--- config.mk ---
export PLATFORM = sky130hd
export DESIGN_NAME = single_wire_target
export DESIGN_NICKNAME = d
export VERILOG_FILES = /design/src/rtl/single_wire_target.sv
export SDC_FILE = /design/constraint.sdc
export NUM_CORES = 1
export LEC_CHECK = 0
export ABC_CLOCK_PERIOD_IN_PS = 7900
export BUFFER_PORTS_ARGS = -buffer_cell sky130_fd_sc_hd__clkbuf_2
export CORE_MARGIN = 2
export CORE_UTILIZATION = 64
export DETAILED_ROUTE_END_ITERATION = 7
export GPL_TIMING_DRIVEN = 0
export PLACE_DENSITY = 0.89
export SYNTH_ARGS = -nofsm -noshare
export SYNTH_HDL_FRONTEND = slang
export SYNTH_SLANG_ARGS = --single-unit
--- constraint.sdc ---
create_clock -name clk -period 7.9 [get_ports clk]
set_clock_uncertainty 0.1 [all_clocks]
set_input_delay 2.37 -clock clk [delete_from_list [all_inputs] [get_ports clk]]
set_output_delay 2.37 -clock clk [all_outputs]
set_load 0.05 [all_outputs]
--- src/rtl/single_wire_target.sv ---
module single_wire_target #(
  parameter int BIT_CYC   = 16,
  parameter int NUM_IDX   = 6,
  parameter int MAX_BYTES = 4,
  localparam int LEN_W    = $clog2(MAX_BYTES + 1),
  localparam int BUF_W    = MAX_BYTES * 8
) (
  input  logic             clk,
  input  logic             rst_n,
  input  logic             line_i,
  output logic             line_oe,
  output logic             line_o,
  output logic [3:0]       sel_idx,
  input  logic [LEN_W-1:0] tx_len,
  input  logic [BUF_W-1:0] tx_buf,
  input  logic [LEN_W-1:0] rx_len,
  output logic [BUF_W-1:0] rx_buf,
  output logic             rx_done,
  input  logic             rd_en,
  input  logic [3:0]       rd_idx,
  output logic [3:0]       rd_data
);
  localparam int HALF  = BIT_CYC / 2;
  localparam int CNT_W = $clog2(BIT_CYC);
  localparam int DEPTH = 16;

  typedef enum logic [3:0] {
    S_IDLE, S_WHI, S_SYN, S_ID, S_AW, S_AH, S_AL, S_TX, S_TURN, S_RX
  } st_t;

  function automatic logic [2:0] pop4(input logic [3:0] v);
    pop4 = 3'(v[0]) + 3'(v[1]) + 3'(v[2]) + 3'(v[3]);
  endfunction

  st_t              st;
  logic [2:0]       sy;
  logic [CNT_W-1:0] cnt;
  logic [3:0]       bitn;
  logic [LEN_W-1:0] byten, txl_q, rxl_q;
  logic [8:0]       sh;
  logic [BUF_W-1:0] txb_q;
  logic             rx_bad;
  logic [3:0]       idx_q;
  logic [3:0]       stat_q [DEPTH];

  logic       lin, fall, bit_end, mid, id_ok, byte_bad, rx_last, st_we;
  logic [3:0] id_idx, st_wval;

  assign lin      = sy[1];
  assign fall     = sy[2] & ~sy[1];
  assign bit_end  = cnt == CNT_W'(BIT_CYC - 1);
  assign mid      = cnt == CNT_W'(HALF - 1);
  assign id_idx   = sh[7:4];
  assign id_ok    = (~^sh[7:0]) && (sh[3:1] == pop4(id_idx)) && (int'(id_idx) < NUM_IDX);
  assign byte_bad = ^sh;
  assign rx_last  = st == S_RX && bit_end && bitn == 4'd8 && byten == rxl_q - LEN_W'(1);
  assign st_we    = (st == S_TURN && bit_end && rxl_q == '0) || rx_last;
  assign st_wval  = (rx_last && (rx_bad || byte_bad)) ? 4'd2 : 4'd8;

  assign line_oe  = st == S_AH || st == S_AL || st == S_TX;
  assign line_o   = st == S_AH || (st == S_TX && sh[8]);
  assign sel_idx  = idx_q;

  always_ff @(posedge clk or negedge rst_n) begin
    if (!rst_n) begin
      sy      <= 3'b111;
      st      <= S_IDLE;
      cnt     <= '0;
      bitn    <= '0;
      byten   <= '0;
      sh      <= '0;
      txb_q   <= '0;
      txl_q   <= '0;
      rxl_q   <= '0;
      rx_bad  <= 1'b0;
      idx_q   <= '0;
      rx_buf  <= '0;
      rx_done <= 1'b0;
    end else begin
      sy      <= {sy[1:0], line_i};
      rx_done <= st_we;
      cnt     <= bit_end ? '0 : cnt + CNT_W'(1);
      case (st)
        S_IDLE: begin
          cnt <= '0;
          if (fall) st <= S_WHI;
        end
        S_WHI: begin
          cnt <= '0;
          if (lin) st <= S_SYN;
        end
        S_SYN: if (bit_end) begin
          st   <= S_ID;
          bitn <= '0;
        end
        S_ID: begin
          if (mid) sh <= {sh[7:0], lin};
          if (bit_end) begin
            bitn <= bitn + 4'd1;
            if (bitn == 4'd7) begin
              if (id_ok) begin
                st    <= S_AW;
                idx_q <= id_idx;
              end else begin
                st <= S_IDLE;
              end
            end
          end
        end
        S_AW: if (cnt == CNT_W'(HALF - 1)) begin
          st    <= S_AH;
          cnt   <= '0;
          txl_q <= tx_len;
          rxl_q <= rx_len;
          txb_q <= tx_buf;
        end
        S_AH: if (bit_end) st <= S_AL;
        S_AL: if (bit_end) begin
          bitn  <= '0;
          byten <= '0;
          if (txl_q != '0) begin
            st    <= S_TX;
            sh    <= {txb_q[7:0], ^txb_q[7:0]};
            txb_q <= txb_q >> 8;
          end else begin
            st <= S_TURN;
          end
        end
        S_TX: if (bit_end) begin
          if (bitn == 4'd8) begin
            bitn  <= '0;
            byten <= byten + LEN_W'(1);
            if (byten == txl_q - LEN_W'(1)) begin
              st <= S_TURN;
            end else begin
              sh    <= {txb_q[7:0], ^txb_q[7:0]};
              txb_q <= txb_q >> 8;
            end
          end else begin
            bitn <= bitn + 4'd1;
            sh   <= {sh[7:0], 1'b0};
          end
        end
        S_TURN: if (bit_end) begin
          bitn   <= '0;
          byten  <= '0;
          rx_bad <= 1'b0;
          st     <= (rxl_q == '0) ? S_IDLE : S_RX;
        end
        S_RX: begin
          if (mid) sh <= {sh[7:0], lin};
          if (bit_end) begin
            if (bitn == 4'd8) begin
              bitn                  <= '0;
              byten                 <= byten + LEN_W'(1);
              rx_buf[byten*8 +: 8]  <= sh[8:1];
              if (byte_bad) rx_bad  <= 1'b1;
              if (rx_last) st       <= S_IDLE;
            end else begin
              bitn <= bitn + 4'd1;
            end
          end
        end
        default: st <= S_IDLE;
      endcase
    end
  end

  always_ff @(posedge clk or negedge rst_n) begin
    if (!rst_n) begin
      for (int i = 0; i < DEPTH; i++) stat_q[i] <= '0;
      rd_data <= '0;
    end else begin
      if (rd_en) begin
        rd_data        <= stat_q[rd_idx];
        stat_q[rd_idx] <= '0;
      end
      if (st_we) stat_q[idx_q] <= st_wval;
    end
  end


  ack_high_first_chk: assert property (@(posedge clk) disable iff (!rst_n)
    $rose(line_oe) |-> line_o);


  bad_id_silent_chk: assert property (@(posedge clk) disable iff (!rst_n)
    (st == S_ID && bit_end && bitn == 4'd7 && !id_ok) |=> (!line_oe && st == S_IDLE));


  rd_clear_chk: assert property (@(posedge clk) disable iff (!rst_n)
    (rd_en && !(st_we && idx_q == rd_idx)) |=> stat_q[$past(rd_idx)] == 4'd0);


  stat_code_chk: assert property (@(posedge clk) disable iff (!rst_n)
    rd_en |=> (rd_data == 4'd0 || rd_data == 4'd2 || rd_data == 4'd8));


  release_hold_chk: assert property (@(posedge clk) disable iff (!rst_n)
    $fell(line_oe) |=> !line_oe);
endmodule

==> Word-level counts from Yosys, hierarchy flattened <==
Index checks and enable logic that the tools add are counted.
{ "totals": {"ff_bits": 171, "input_bits": 46, "output_inout_bits": 43, "word_cells": 195} }
{ "op_classes": {"addsub": 9, "n_lt_le_gt_ge": 5, "eq_ne": 40, "shift": 2, "n_mux": 62, "bitwise_logic": 6, "reduce_logical": 41} }
{ "ops": {"columns": ["operator", "count"], "rows": [
  ["two-way mux 32 bit", 6],
  ["two-way mux 64 bit", 2],
  ["two-way mux 4 bit", 28],
  ["one-hot mux 32 bit (3 select lines)", 1],
  ["AND 64 bit", 1],
  ["bitwise mux 64 bit", 1],
  ["NOT 64 bit", 1],
  ["two-way mux 9 bit", 6],
  ["one-hot mux 4 bit (10 select lines)", 1],
  ["negator 6 -> 34 bit", 1],
  ["variable shift 8 x 34 -> 32 bit (first input constant)", 1],
  ["variable part select 8 x 34 -> 32 bit", 1],
  ["bitwise mux 32 bit", 1],
  ["demux 4 bit (select 4 bit)", 2],
  ["!= test 2 bit (second input constant)", 14],
  ["one-hot mux 9 bit (3 select lines)", 1],
  ["equality test 4 x 3 -> 1 bit (second input constant)", 6],
  ["!= test 2 x 1 -> 1 bit (second input constant)", 9],
  ["binary-select mux 4 bit (select 4 bit)", 1],
  ["equality test 4 bit (second input constant)", 4],
  ["AND reduction 15 bit", 1],
  ["two-way mux 3 bit", 4],
  ["one-hot mux 4 bit (3 select lines)", 1],
  ["AND reduction 4 bit", 3],
  ["other kinds (36)", 68]
]} }

==> Depth between registers and ports, before layout <==
{ "logic_depth": {"ltp_word": 10, "depth_mapped": 10, "depth_no_buf": 10} }

==> Least setup slack after synthesis <==
Ideal clock, no wire load.
{ "synth_path": {"kind": "register to output", "startpoint": "register st[0]", "endpoint": "output port line_o", "arrival_ns": 1.748, "slack_ns": 3.682, "stages_incl_launch_ff": 6, "path_cell_list": "dfrtp_1 -> buf_2 -> buf_2 -> clkbuf_1 -> o21ai_0 -> nor2_1"} }
{ "synth_via": {"elab_chain_len": 3} }
{ "synth_rtl": {"columns": ["element", "line", "text"], "rows": [
  ["start: declaration", "35", "st_t st;"],
  ["start signal: assignment", "148", "st <= (rxl_q == '0) ? S_IDLE : S_RX;"],
  ["equality test 4 x 3 -> 1 bit", "61", "assign line_o = st == S_AH || (st == S_TX && sh[8]);"],
  ["logical AND 1 bit", "61", null],
  ["logical OR 1 bit (*)", "61", null],
  ["end: declaration", "12", "output logic line_o,"]
]} }
Every way passes the cells marked *; elsewhere a longest branch is shown, timed or not.

==> Final worst setup path <==
Same ends and word-level chain as after synthesis.

==> impl_metrics.json <==
{
  "clock_sinks": 171,
  "async_flop_share": 1.00,
  "tns_ns": 0,
  "postRouteAntennaNets": 0,
  "ff_latch_area_um2": 4280,
  "fillCellCount": 781,
  "synth_top_flop_cell": "dfrtp_1",
  "synth_area_leader_cell": "dfrtp_1",
  "grt_pass1_wl_mm": 34.3,
  "die-area_um2": 14100,
  "syn-cell-area_um2": 8450,
  "io_buffers": 84,
  "area_growth_pct": 15.8,
  "powerDensity_nw_per_um2": 295,
  "pin_count": 89,
  "wl_mm": 21.0,
  "drc": 0,
  "numCtsBuffers": 17,
  "grtUsageMet1": 0.387,
  "core_um2": 12800,
  "fp-row-count": 41,
  "mostFrequentLayoutCells": "dfrtp_1 (168), o21ai_0 (84), clkbuf_2 (84)",
  "use_met3": 0.0670,
  "final_max_slew_viol_count": 0,
  "cts_root_buffer": "clkbuf_16",
  "whs_ns": 0.257,
  "timing.critical_path.fanout_max": 10,
  "multiInputGateArea_um2": 3830,
  "drive_gt1_frac": 0.231,
  "leakagePower_nw": 5.06,
  "cts_resized": 0,
  "gp_congestion": 0.874,
  "fmax_mhz": 213,
  "rsz0062_at_grt": "false",
  "avgSynthCellArea_um2": 11.4,
  "overflow": 0,
  "synth.distinct_cells": 67,
  "num_antenna_cells": 0,
  "grt_pass1_vias": 6688,
  "drtPass1Iterations": 5,
  "synthTopCellsByArea": "dfrtp_1 (50%), o21ai_0 (5.0%), mux4_1 (4.4%)",
  "syn-instance-count": 742,
  "post-route-period-util": 0.595,
  "busiest_layer": "met2",
  "drt_first_iter_violations": 720,
  "post_cts_buffers": 0,
  "startpoint_type": "flip-flop",
  "cts_tree": "built",
  "use_met2": 0.533,
  "cp.arrival_ns": 2.23,
  "fin_cells": 1031,
  "syn_nets": 803,
  "track_usage": 0.311,
  "tightest_slew_ns": 0.749,
  "initial_core_util": 0.661,
  "endpoint_kind": "output port",
  "finalHoldViolations": 0,
  "grt_start_max_net_pins": 98,
  "ir_drop_v": 0.000210,
  "relSlewSlack": 0.499,
  "clock_path_buffers": 2,
  "crit_required_ns": 5.43,
  "clk_pin_slew_ns": 0.06,
  "yosysSeqAreaShare": 0.507,
  "post-route-min-period_ns": 4.70,
  "synth_edf_count": 0,
  "clk_latency_ns": 0.43,
  "die_height_um": 119,
  "vias": 6530,
  "nets": 907,
  "h-tree-depth": 4,
  "dp_hpwl_mm": 14.5,
  "hold_class": "flip-flop to flip-flop",
  "setup_viol": 0,
  "antenna_found_initial": 0,
  "synth_warnings": 0,
  "numPlacedInstances": 999,
  "cap_violations": 0,
  "status": "finished, final reports clean",
  "final_common_cell": "dfrtp_1",
  "via_per_inst": 6.33,
  "yosys.area.top_type_share": 0.498,
  "synth_seq_cells": 171,
  "wl_per_cell_um": 20.3,
  "hold_buffers": 0,
  "critPathKind": "flip-flop to output port",
  "die_w_um": 119
}
cells by family (layout without fill, tap and decap cells):
| kind of cell | count (synthesis) | count (layout) | synth area share |
|---|---|---|---|
| muxes | 95 | 95 | 0.160 |
| adders and majority gates | 15 | 15 | 0.0231 |
| xor gates and xnor gates | 26 | 26 | 0.0313 |
| DFF | 171 | 171 | 0.507 |
| AOI/OAI and AO/OA | 137 | 137 | 0.0950 |
| and+or+nand+nor | 231 | 231 | 0.144 |
| buffers and inverters | 67 | 184 | 0.0397 |
flip-flops by register name, summed over array words and instances (netlist names), 4 cells and up:
| register | count |
|---|---|
| bitn | 4 |
| cnt | 4 |
| rd_data | 4 |
| rx_buf | 32 |
| sel_idx | 4 |
| sh | 9 |
| st | 4 |
| stat_q | 64 |
| txb_q | 32 |
per-stage QoR:
stage               total power, mW  worst slack, ns   util  instance area, um^2
floorplan                      1.72             3.68      -                 8450
global placement               1.89             1.58  0.711                 9080
detailed placement             1.94             3.41  0.714                 9120
CTS                            2.88             3.23  0.766                 9780
global route                   3.02             3.10  0.766                 9780
finish                         2.89             3.20  0.766                 9780
worst max-delay path, cell delays in order (launching register included):
cell      delay, ns
dfrtp_1        0.36
buf_2          0.22
buf_2          0.24
clkbuf_1       0.36
o21ai_0        0.15
nor2_1         0.16
clkbuf_2       0.30
Yosys cell counts, drive strengths merged, types with 2 or more instances:
cell     count
and4b        2
nand4        3
nand3       44
nand3b       3
o211ai      15
nor2        20
a211oi       3
o21ai       86
nor3b        7
and3        37
ha          14
nor4         3
mux2i       35
nor2b        5
nor3        10
inv         24
o22ai        2
nand4b       4
dfstp        3
a21oi       14
nand2       82
xnor3        2
dfrtp      168
xnor2       15
and3b        3
mux2        40
clkbuf      19
o2111ai      5
xor2         9
buf         24
o211a        2
mux4        20
nand2b       2
worst paths after layout:
kind / from / to / slack [ns] / cells past startpoint
max in group asynchronous: rst_n / sy[1] / 4.95 / 2
worst max-delay path: st[0] / line_o / 3.20 / 6
min in group asynchronous: rst_n / rx_buf[18] / 1.84 / 1
worst min register to register: sy[0] / sy[1] / 0.26 / 0
worst max register to register: sh[5] / sel_idx[1] / 4.50 / 10
worst min-delay path: sy[0] / sy[1] / 0.26 / 0
final cells by class:
class	instances	area share
repair buffers	85	0.0467
clock buffers	20	0.0457
inverters	24	0.00921
flip-flops and latches	171	0.438
clock inverters	12	0.0224
plain buffers	43	0.0251
multi-input cells	504	0.391
well taps	172	0.0220
where the power goes:
part | leakage (nW) | internal [mW] | total, mW | switching [mW]
clock | 0.320 | 0.600 | 0.945 | 0.345
combinational | 2.58 | 0.356 | 0.817 | 0.461
sequential | 2.16 | 1.01 | 1.13 | 0.121
total | 5.06 | 1.96 | 2.89 | 0.927
layer usage:
layer | routed length (um) | up-vias
met5 | 0 | -
met4 | 535 | 0
met3 | 1400 | 60
met2 | 10800 | 324
met1 | 8230 | 3250
li1 | - | 2896
Note: power is estimated with default switching activity, not from simulation.
